[src/rtl/flash_seq_pkg.sv]
package flash_seq_pkg;

  typedef enum logic [1:0] {
    OP_PROG      = 2'b00,
    OP_PG_ERASE  = 2'b01,
    OP_ALL_ERASE = 2'b10,
    OP_RECALL    = 2'b11
  } op_e;

  typedef enum logic [1:0] {
    ST_IDLE,
    ST_STROBE,
    ST_HOLD,
    ST_DONE
  } seq_st_e;

  localparam int CNT_W = 24;

  typedef struct packed {
    logic [15:0] hold;
    logic [23:0] erase;
    logic [15:0] prog;
    logic [7:0]  recall;
  } tim_t;

  // field positions are fixed by the register bank that fills these words
  function automatic tim_t decode_timing(input logic [31:0] w0,
                                         input logic [31:0] w1,
                                         input logic [31:0] w2);
    tim_t t;
    t.hold   = w0[31:16];
    t.erase  = w1[23:0];
    t.prog   = w2[15:0];
    t.recall = w2[23:16];
    return t;
  endfunction

endpackage

[src/rtl/flash_pbuf.sv]
module flash_pbuf #(
  parameter  int BUS_BYTES = 4,
  parameter  int PB_BYTES  = 32,
  localparam int BUS_W     = 8 * BUS_BYTES,
  localparam int PB_WORDS  = PB_BYTES / BUS_BYTES,
  localparam int OFF_W     = $clog2(PB_BYTES),
  localparam int IDX_W     = OFF_W + 1,
  localparam int WORD_W    = (PB_WORDS > 1) ? $clog2(PB_WORDS) : 1,
  localparam int LANE_SH   = $clog2(BUS_BYTES)
) (
  input  logic              clk,
  input  logic              rst_n,
  input  logic              busy,
  input  logic [OFF_W-1:0]  addr_off,
  input  logic              wr_valid,
  output logic              wr_ready,
  input  logic [BUS_W-1:0]  wr_data,
  input  logic              clr,
  input  logic [WORD_W-1:0] rd_word,
  output logic [BUS_W-1:0]  rd_data,
  output logic [IDX_W-1:0]  idx
);

  logic [IDX_W-1:0]  idx_q;
  logic [IDX_W:0]    fill_end;
  logic [WORD_W-1:0] wr_word;
  logic              wr_fire;
  logic              clr_ok;
  logic [BUS_W-1:0]  words [PB_WORDS];

  // a beat is allowed only if it stays inside the current aligned window
  assign fill_end = {1'b0, idx_q} + (IDX_W+1)'(addr_off) + (IDX_W+1)'(BUS_BYTES);
  assign wr_ready = !busy && (fill_end <= (IDX_W+1)'(PB_BYTES));
  assign clr_ok   = clr && !busy;
  assign wr_fire  = wr_valid && wr_ready && !clr_ok;
  assign wr_word  = WORD_W'(idx_q >> LANE_SH);

  always_ff @(posedge clk) begin
    if (!rst_n) begin
      idx_q <= '0;
    end else if (clr_ok) begin
      idx_q <= '0;
    end else if (wr_fire) begin
      idx_q <= idx_q + IDX_W'(BUS_BYTES);
    end
  end

  for (genvar w = 0; w < PB_WORDS; w++) begin : g_word
    logic [BUS_W-1:0] word_q;
    always_ff @(posedge clk) begin
      if (!rst_n) begin
        word_q <= '0;
      end else if (wr_fire && (wr_word == WORD_W'(w))) begin
        word_q <= wr_data;
      end
    end
    assign words[w] = word_q;
  end

  assign rd_data = words[rd_word];
  assign idx     = idx_q;

endmodule

[src/rtl/flash_cycle_timer.sv]
module flash_cycle_timer #(
  parameter int CNT_W = 24
) (
  input  logic             clk,
  input  logic             rst_n,
  input  logic             load,
  input  logic [CNT_W-1:0] load_val,
  output logic             last
);

  logic [CNT_W-1:0] cnt_q;

  always_ff @(posedge clk) begin
    if (!rst_n) begin
      cnt_q <= '0;
    end else if (load) begin
      cnt_q <= load_val;
    end else if (cnt_q != '0) begin
      cnt_q <= cnt_q - 1'b1;
    end
  end

  // a loaded count of zero still yields one cycle
  assign last = (cnt_q <= CNT_W'(1));

endmodule

[src/rtl/flash_op_ctrl.sv]
module flash_op_ctrl
  import flash_seq_pkg::*;
#(
  parameter  int ADDR_W     = 20,
  parameter  int BUS_BYTES  = 4,
  parameter  int PB_BYTES   = 32,
  parameter  int PAGE_BYTES = 4096,
  localparam int PB_WORDS   = PB_BYTES / BUS_BYTES,
  localparam int IDX_W      = $clog2(PB_BYTES) + 1,
  localparam int WORD_W     = (PB_WORDS > 1) ? $clog2(PB_WORDS) : 1,
  localparam int LANE_SH    = $clog2(BUS_BYTES),
  localparam int PAGE_SH    = $clog2(PAGE_BYTES)
) (
  input  logic              clk,
  input  logic              rst_n,
  input  logic              start,
  input  logic [1:0]        cmd,
  input  logic              addr_we,
  input  logic [ADDR_W-1:0] addr_wdata,
  input  tim_t              tim,
  input  logic [IDX_W-1:0]  pb_idx,
  output logic [WORD_W-1:0] word,
  output logic              tmr_load,
  output logic [CNT_W-1:0]  tmr_val,
  input  logic              tmr_last,
  output logic              busy,
  output logic [ADDR_W-1:0] addr,
  output logic [ADDR_W-1:0] mac_addr,
  output logic              mac_prog,
  output logic              mac_erase,
  output logic              mac_erase_all,
  output logic              mac_recall
);

  seq_st_e           st_q, st_d;
  op_e               op_q, cmd_op;
  logic [WORD_W-1:0] word_q, word_d;
  logic [ADDR_W-1:0] addr_q;
  logic [IDX_W-1:0]  n_words;
  logic              last_word;
  logic              strobing;

  function automatic logic [CNT_W-1:0] strobe_len(input op_e o, input tim_t t);
    case (o)
      OP_PROG:                  return CNT_W'(t.prog);
      OP_PG_ERASE, OP_ALL_ERASE: return t.erase;
      default:                  return CNT_W'(t.recall);
    endcase
  endfunction

  assign cmd_op    = op_e'(cmd);
  assign n_words   = pb_idx >> LANE_SH;
  assign last_word = (IDX_W'(word_q) + IDX_W'(1)) == n_words;

  always_comb begin
    st_d     = st_q;
    word_d   = word_q;
    tmr_load = 1'b0;
    tmr_val  = '0;
    case (st_q)
      ST_IDLE: begin
        if (start) begin
          word_d = '0;
          if (cmd_op == OP_PROG && pb_idx == '0) begin
            st_d = ST_DONE;
          end else begin
            st_d     = ST_STROBE;
            tmr_load = 1'b1;
            tmr_val  = strobe_len(cmd_op, tim);
          end
        end
      end
      ST_STROBE: begin
        if (tmr_last) begin
          if (op_q == OP_PROG && !last_word) begin
            word_d   = word_q + 1'b1;
            tmr_load = 1'b1;
            tmr_val  = strobe_len(OP_PROG, tim);
          end else if (op_q != OP_RECALL && tim.hold != '0) begin
            st_d     = ST_HOLD;
            tmr_load = 1'b1;
            tmr_val  = CNT_W'(tim.hold);
          end else begin
            st_d = ST_DONE;
          end
        end
      end
      ST_HOLD: begin
        if (tmr_last) st_d = ST_DONE;
      end
      default: st_d = ST_IDLE;
    endcase
  end

  always_ff @(posedge clk) begin
    if (!rst_n) begin
      st_q   <= ST_IDLE;
      op_q   <= OP_PROG;
      word_q <= '0;
      addr_q <= '0;
    end else begin
      st_q   <= st_d;
      word_q <= word_d;
      if (st_q == ST_IDLE && start) op_q <= cmd_op;
      if (st_q == ST_DONE) begin
        addr_q <= addr_q + ADDR_W'(pb_idx);
      end else if (st_q == ST_IDLE && addr_we) begin
        addr_q <= addr_wdata;
      end
    end
  end

  assign strobing      = (st_q == ST_STROBE);
  assign mac_prog      = strobing && (op_q == OP_PROG);
  assign mac_erase     = strobing && (op_q == OP_PG_ERASE);
  assign mac_erase_all = strobing && (op_q == OP_ALL_ERASE);
  assign mac_recall    = strobing && (op_q == OP_RECALL);

  always_comb begin
    mac_addr = '0;
    if (mac_prog) begin
      mac_addr = addr_q + (ADDR_W'(word_q) << LANE_SH);
    end else if (mac_erase) begin
      mac_addr = {addr_q[ADDR_W-1:PAGE_SH], {PAGE_SH{1'b0}}};
    end
  end

  assign busy = (st_q != ST_IDLE);
  assign addr = addr_q;
  assign word = word_q;

endmodule

[src/rtl/flash_op_seq.sv]
module flash_op_seq
  import flash_seq_pkg::*;
#(
  parameter  int ADDR_W     = 20,
  parameter  int BUS_BYTES  = 4,
  parameter  int PB_BYTES   = 32,
  parameter  int PAGE_BYTES = 4096,
  localparam int BUS_W      = 8 * BUS_BYTES,
  localparam int OFF_W      = $clog2(PB_BYTES),
  localparam int IDX_W      = OFF_W + 1,
  localparam int PB_WORDS   = PB_BYTES / BUS_BYTES,
  localparam int WORD_W     = (PB_WORDS > 1) ? $clog2(PB_WORDS) : 1
) (
  input  logic              clk,
  input  logic              rst_n,
  input  logic              start_i,
  input  logic [1:0]        cmd_i,
  input  logic              addr_we_i,
  input  logic [ADDR_W-1:0] addr_wdata_i,
  input  logic [31:0]       timing0_i,
  input  logic [31:0]       timing1_i,
  input  logic [31:0]       timing2_i,
  input  logic              pb_clr_i,
  input  logic              pb_valid_i,
  output logic              pb_ready_o,
  input  logic [BUS_W-1:0]  pb_data_i,
  output logic              busy_o,
  output logic [ADDR_W-1:0] addr_o,
  output logic [IDX_W-1:0]  pb_idx_o,
  output logic [ADDR_W-1:0] mac_addr_o,
  output logic [BUS_W-1:0]  mac_wdata_o,
  output logic              mac_prog_o,
  output logic              mac_erase_o,
  output logic              mac_erase_all_o,
  output logic              mac_recall_o
);

  tim_t              tim;
  logic [WORD_W-1:0] word;
  logic [BUS_W-1:0]  rd_data;
  logic              tmr_load;
  logic [CNT_W-1:0]  tmr_val;
  logic              tmr_last;

  assign tim = decode_timing(timing0_i, timing1_i, timing2_i);

  flash_pbuf #(
    .BUS_BYTES (BUS_BYTES),
    .PB_BYTES  (PB_BYTES)
  ) u_pbuf (
    .clk      (clk),
    .rst_n    (rst_n),
    .busy     (busy_o),
    .addr_off (addr_o[OFF_W-1:0]),
    .wr_valid (pb_valid_i),
    .wr_ready (pb_ready_o),
    .wr_data  (pb_data_i),
    .clr      (pb_clr_i),
    .rd_word  (word),
    .rd_data  (rd_data),
    .idx      (pb_idx_o)
  );

  flash_cycle_timer #(
    .CNT_W (CNT_W)
  ) u_timer (
    .clk      (clk),
    .rst_n    (rst_n),
    .load     (tmr_load),
    .load_val (tmr_val),
    .last     (tmr_last)
  );

  flash_op_ctrl #(
    .ADDR_W     (ADDR_W),
    .BUS_BYTES  (BUS_BYTES),
    .PB_BYTES   (PB_BYTES),
    .PAGE_BYTES (PAGE_BYTES)
  ) u_ctrl (
    .clk           (clk),
    .rst_n         (rst_n),
    .start         (start_i),
    .cmd           (cmd_i),
    .addr_we       (addr_we_i),
    .addr_wdata    (addr_wdata_i),
    .tim           (tim),
    .pb_idx        (pb_idx_o),
    .word          (word),
    .tmr_load      (tmr_load),
    .tmr_val       (tmr_val),
    .tmr_last      (tmr_last),
    .busy          (busy_o),
    .addr          (addr_o),
    .mac_addr      (mac_addr_o),
    .mac_prog      (mac_prog_o),
    .mac_erase     (mac_erase_o),
    .mac_erase_all (mac_erase_all_o),
    .mac_recall    (mac_recall_o)
  );

  assign mac_wdata_o = mac_prog_o ? rd_data : '0;

endmodule

[config.mk]
export PLATFORM = sky130hd
export DESIGN_NAME = flash_op_seq
export DESIGN_NICKNAME = d
export VERILOG_FILES = /design/src/rtl/flash_seq_pkg.sv /design/src/rtl/flash_pbuf.sv /design/src/rtl/flash_cycle_timer.sv /design/src/rtl/flash_op_ctrl.sv /design/src/rtl/flash_op_seq.sv
export SDC_FILE = /design/constraint.sdc
export NUM_CORES = 1
export LEC_CHECK = 0
export BUFFER_PORTS_ARGS = -buffer_cell sky130_fd_sc_hd__buf_2
export CAP_MARGIN = 10
export CORE_MARGIN = 5
export CORE_UTILIZATION = 40
export DETAILED_ROUTE_END_ITERATION = 8
export SLEW_MARGIN = 10
export SYNTH_ARGS = -nofsm -noshare
export SYNTH_HDL_FRONTEND = slang
export SYNTH_SLANG_ARGS = --single-unit
[constraint.sdc]
create_clock -name clk -period 3.61 [get_ports clk]
set_input_delay 0.361 -clock clk [delete_from_list [all_inputs] [get_ports clk]]
set_output_delay 0.361 -clock clk [all_outputs]
set_load 0.05 [all_outputs]
* After elaboration in Yosys (flattened, before gate mapping)
Cells that the tools add are included.
** Cells by class
- Mux-type cells :: 34
- Equality and inequality tests :: 22
- Magnitude comparators :: 3
- Reduce and logical (&&, ||, !) cells :: 39
- Bitwise gates (word level) :: 2
- Add/sub/neg operators :: 8
** Operator list (count)
- $mux 24 :: 6
- $bmux 32 s3 :: 1
- $mux 32 :: 3
- $pmux 24 s2 :: 2
- $mux 20 :: 4
- $le 24x1->1 const B :: 1
- $reduce_bool 24->1 :: 1
- $sub 24x1->24 const B :: 1
- $logic_and 1x1->1 :: 21
- $add 20x5->20 :: 1
- $add 20x6->20 :: 1
- $mux 16 :: 1
- $reduce_bool 16->1 :: 1
- $eq 3x3->1 const B :: 4
- $ne 2x2->1 const B :: 6
- $eq 2x2->1 const B :: 5
- $mux 2 :: 5
- $mux 3 :: 3
- $reduce_and 4->1 :: 2
- $reduce_bool 2->1 :: 4
- $add 6x5->7 :: 1
- $add 7x3->7 const B :: 1
- $le 7x6->1 const B :: 1
- $add 6x3->6 const B :: 1
- 18 further kinds :: 31
** Word-level totals
- Output and inout port bits :: 84
- Register bits :: 313
- Logic and storage cells :: 122
- Input port bits :: 156

* Logic depth before layout (Yosys ltp)
- Depth in word-level cells :: 8
- Gate-level depth with buffers :: 12
- Gate-level depth less buffers :: 10

* Cells and area by module
A second synthesis with hierarchy kept.
** Unflattened totals
- Cells, all modules :: 1684
- Area, all modules :: 16468.3 µm²
** Modules (own cells, without submodules)
- flash_pbuf :: instances 1, area an instance 11688.7 µm², seq. area each 5205.0 µm², cells an instance 1036
- flash_op_ctrl :: instances 1, area an instance 3103.0 µm², seq. area each 540.5 µm², cells an instance 433
- flash_cycle_timer :: instances 1, area an instance 1421.4 µm², seq. area each 480.5 µm², cells an instance 180
- flash_op_seq :: instances 1, area an instance 255.2 µm², seq. area each 0.0 µm², cells an instance 35

* Worst setup path before layout
No wires, ideal clock.
- Path kind :: register to register
- Start point :: register u_pbuf.idx_q[2], in the netlist u_pbuf.idx[2]
- End point :: register u_pbuf.g_word[5].word_q[10]
- Arrival :: 3.424 ns
- Data required time :: 3.482 ns
- Period minus slack after synthesis :: 3.551 ns
- Slack :: 0.059 ns
- Library setup time :: 0.128 ns
- Cell stages (with the launch flop) :: 13
- Path buffers :: 2
- Cell sequence :: dfxtp_1 -> inv_1 -> ha_1 -> inv_1 -> ha_1 -> fa_1 -> nor4_1 -> o211a_1 -> clkbuf_1 -> nand4_1 -> buf_1 -> mux2i_1 -> nor2_1
** Between the ends
- Longest elaborated chain between the ends :: 7
- Elaborated cells on any way between the ends :: 8
- Those cells by class :: add/sub (2); order compare (1); eq/ne (1); reduce/logical (4)
** RTL lines
- from (decl) :: RTL line flash_pbuf.sv:24 : logic [IDX_W-1:0] idx_q;
- from (signal assigned) :: RTL line flash_pbuf.sv:44 : idx_q <= idx_q + IDX_W'(BUS_BYTES);
- $add 6x5->7 :: RTL line flash_pbuf.sv:32 : assign fill_end = {1'b0, idx_q} + (IDX_W+1)'(addr_off) + (IDX_W+1)'(BUS_BYTES);
- $add 7x3->7 :: RTL line flash_pbuf.sv:32
- $le 7x6->1 :: RTL line flash_pbuf.sv:33 : assign wr_ready = !busy && (fill_end <= (IDX_W+1)'(PB_BYTES));
- $logic_and 1x1->1 :: RTL line flash_pbuf.sv:33
- $logic_and 1x1->1 (2 in series) :: RTL line flash_pbuf.sv:35 : assign wr_fire = wr_valid && wr_ready && !clr_ok;
- $logic_and 1x1->1 * :: RTL line flash_pbuf.sv:53 : end else if (wr_fire && (wr_word == WORD_W'(w))) begin
- to (signal assigned) :: RTL line flash_pbuf.sv:54 : word_q <= wr_data;
- to (decl) :: RTL line flash_pbuf.sv:49 : logic [BUS_W-1:0] word_q;
Every way passes the cells marked *; elsewhere a longest branch is shown, timed or not.
A chain may end at the register's enable or synchronous reset.

* Final worst setup path
- Start point :: register u_ctrl.addr_q[3], in the netlist u_ctrl.addr[3]
- End point :: register u_pbuf.g_word[1].word_q[29]
** Between the ends
- Longest elaborated chain between the ends :: 7
** RTL lines
- from (decl) :: RTL line flash_op_ctrl.sv:38 : logic [ADDR_W-1:0] addr_q;
- from (signal assigned) :: RTL line flash_op_ctrl.sv:106 : addr_q <= addr_q + ADDR_W'(pb_idx);
- from (signal assigned) :: RTL line flash_op_ctrl.sv:108 : addr_q <= addr_wdata;
- $add 6x5->7 :: RTL line flash_pbuf.sv:32
- $add 7x3->7 :: RTL line flash_pbuf.sv:32
- $le 7x6->1 :: RTL line flash_pbuf.sv:33
- $logic_and 1x1->1 :: RTL line flash_pbuf.sv:33
- $logic_and 1x1->1 (2 in series) :: RTL line flash_pbuf.sv:35
- $logic_and 1x1->1 :: RTL line flash_pbuf.sv:53
- to (signal assigned) :: RTL line flash_pbuf.sv:54
- to (decl) :: RTL line flash_pbuf.sv:49
No other way between the ends.

==> summary.txt <==
Die
  • IO Count: 240
  • Core Region: approximately 0.038 sq mm
  • Initial Utilization: 40.47%
  • Die width: 205.0 microns
  • DIE AREA: roughly 0.042 sq mm
  • Row cnt: between 70 and 80
  • Die height: 205.0 microns

Global routing
  • Vias in the first global route: roughly 13k
  • Global-route usage over all layers: approximately a fifth
  • Largest net degree at the start of global routing: 91
  • Antenna violations before repair: 4
  • First-pass GRT wire length: roughly 70,000 microns
  • Total gr overflow: 0

CTS
  • Clock Path Buffers: 3
  • CTS Buf Count: 36
  • Clk slew on worst S/H paths: 0.06 ns
  • TritonCTS clock tree: done
  • Clock sink count: between 300 and 400
  • # Post-CTS Setup Buffers: 0
  • CTS Root Cell: clkbuf_16
  • CTS H-tree depth: 2
  • Hold_buf cts: 0
  • CTS-repair resized insts: 0
  • Clk_lat worst skew: 0.53 ns

Timing
  • Max_slew headroom: 38.25%
  • Actual slew at the worst max-slew pin: 0.9192 ns
  • Max Freq: 313.3 MHz
  • Hold Vio Cnt, Final: 0
  • Final Critical Period: 3.192 ns
  • Final setup TNS: 0 ns
  • Max Slew Vio Count: 0
  • Worst Skew: approximately 0.016 ns
  • Fin Hold WS: 0.07196 ns
  • Fin crit share: about nine tenths
  • RSZ-0062 raised after global routing: no
  • Final setup vio count: 0

Pwr
  • Leakage: 7.442 nW
  • VDD IR-drop max: 0.0002926 V
  • Total power: roughly 11 mW
  • Pwr dens: ~610 mW/mm^2

Setup path
  • Crit start category: flop
  • Critical path type: flop to flop
  • Crit. End Element: flop
  • Maximum fanout along the worst path: 32
  • Worst reg2reg setup slack: 0.42 ns
  • Critical path arrival: around 3.6 ns
  • Required time of the critical path: around 4 ns
  • Setup crit start: u_ctrl.addr[3]
  • RR Endpoint: u_pbuf.g_word[1].word_q[29]
  • Worst r2r src: u_ctrl.addr[3]
  • Worst Reg-to-Reg Cells: 9

Yosys
  • Post-synth top area share: roughly 41%
  • EDFF count, synth: 0
  • Post-synth cell types: between 60 and 70
  • Cell taking the most area after synthesis: dfxtp_1
  • Yosys warns: 0
  • Async SR Flop Fraction: 0%
  • Most common flop cell mapped by yosys: dfxtp_1
  • Cell Area, Synth: 0.01521 sq mm
  • Avg Inst Size Synth: 9.205 sq um
  • Sequential area share after synthesis: 40.94%
  • Cells after Synth: about 1.7k
  • Seq cells post-synth: 311
  • Top cells by area, synth: dfxtp_1, mux2i_1, mux4_2

Route
  • Via count: 12.83k
  • Final WL: 44,210 microns
  • Via density: between 5 and 6
  • Final antenna-violating net count: 0
  • DR iter-0 viols: about 800
  • DRC violations left: 0
  • DRT Pass-1 Iters: 5
  • Routed WL per cell: about 19 microns

Placement
  • Placed Area: 0.01675 sq mm
  • IO buf count: 205
  • Post-DP HPWL: 28,230 microns
  • GPL Wtd Cong: approximately 0.87
  • Placed Cells: 2,278

Final layout
  • Final std cells w/o fill: 2,341
  • Fin area: 0.01791 sq mm
  • Net count reported at finish: 1,992
  • Synth-to-layout area growth: 17.79%
  • Layout cells sized above 1: 21.13%
  • Most frequent cells in the layout: dfxtp_1, nor2_1, buf_2
  • Leading cell type in the layout, fill and taps excluded: dfxtp_1

Run status
  • Status: completed

Worst hold path
  • Hold EP: u_timer.cnt_q[21]
  • Worst min-delay path class: input pin to flop
  • Hold Crit Start: timing1_i[21]
  • Hold path depth: 3

Run
  • Max-cap check violation count: 0
-- worst max-delay path by stage --
stage	end	slack, ns
final	u_pbuf.g_word[1].word_q[29]	0.42
after global routing	u_pbuf.g_word[5].word_q[18]	0.19
after CTS	u_pbuf.g_word[1].word_q[29]	0.40
after global placement	u_pbuf.g_word[5].word_q[18]	0.53
after floorplan	u_pbuf.g_word[5].word_q[10]	0.06
after detailed placement	u_pbuf.g_word[1].word_q[29]	0.45
-- Yosys cell counts, types with 4 or more instances --
| library cell | instances |
|---|---|
| a211oi_1 | 9 |
| a21o_1 | 7 |
| a21oi_1 | 76 |
| a221oi_1 | 7 |
| a22oi_1 | 20 |
| a2bb2oi_1 | 5 |
| a311oi_1 | 6 |
| a31oi_1 | 7 |
| a32oi_1 | 4 |
| and2_1 | 8 |
| and3_1 | 4 |
| and4_1 | 5 |
| buf_1 | 26 |
| buf_2 | 8 |
| clkbuf_1 | 94 |
| dfxtp_1 | 311 |
| fa_1 | 4 |
| ha_1 | 27 |
| inv_1 | 19 |
| mux2i_1 | 167 |
| mux4_2 | 64 |
| nand2_1 | 145 |
| nand2b_1 | 6 |
| nand3_1 | 125 |
| nand4_1 | 15 |
| nor2_1 | 223 |
| nor3_1 | 19 |
| nor4_1 | 11 |
| o211ai_1 | 4 |
| o21a_1 | 7 |
| o21ai_0 | 113 |
| o21ai_1 | 4 |
| o31ai_1 | 4 |
| or4_1 | 5 |
| xnor2_1 | 20 |
| xor2_1 | 22 |
-- logic make-up after synthesis --
logic type	count (synthesis)	synth area share, %
AND/OR/NAND/NOR	588	17.35
flip-flops	311	40.94
AO/OA/AOI/OAI	294	11.88
multiplexers	232	20.55
buffers and inverters	152	3.941
XOR/XNOR	43	2.567
adder cells (fa/ha/maj)	31	2.748
other	1	0.02466
-- state kept, by name (all words and copies together), names as in the netlist --
signal	flops
u_pbuf.idx	4
u_timer.cnt_q	24
u_ctrl.addr	20
u_pbuf.g_word.word_q	256
u_ctrl.op_q	2
u_ctrl.word	3
u_ctrl.st_q	2
-- worst max-delay path, stage by stage (launching register included) --
cell and delay, ns:
dfxtp_1 0.32, ha_1 0.32, ha_1 0.24, fa_1 0.44
nor4_1 0.33, o211a_1 0.45, and4_2 0.32, buf_12 0.29
mux2i_1 0.24, nor2_1 0.06
-- metrics by stage --
step           utilization [%]  setup WS (ns)
6_report                 47.66         0.4179
5_1_grt                  47.66         0.1880
4_1_cts                  47.64         0.3973
3_5_place_dp             44.58         0.4546
3_3_place_gp             44.58         0.5325
2_1_floorplan                -        0.05895
-- cell type report --
class | instances | area (sq um)
fillers | 3654 | 19670
multi-input cells | 1190 | 8398
flip-flops and latches | 311 | 6235
repair buffers | 246 | 1399
clock buffers | 53 | 1035
well taps | 511 | 639.4
clock inverters | 7 | 117.6
inverters | 20 | 80.08
diodes | 3 | 7.507
-- metal layers --
layer	GRT usage, %	share of wire (%)
met2	34.12	46
met4	5.263	2.1
met1	28.30	46
met3	3.087	5.9
met5	0	0.050
-- power breakdown --
part	internal, mW	switching [mW]
clock	2.14	1.45
sequential	3.73	0.295
combinational	1.22	2.10
Note: power is estimated with default switching activity, not from simulation.
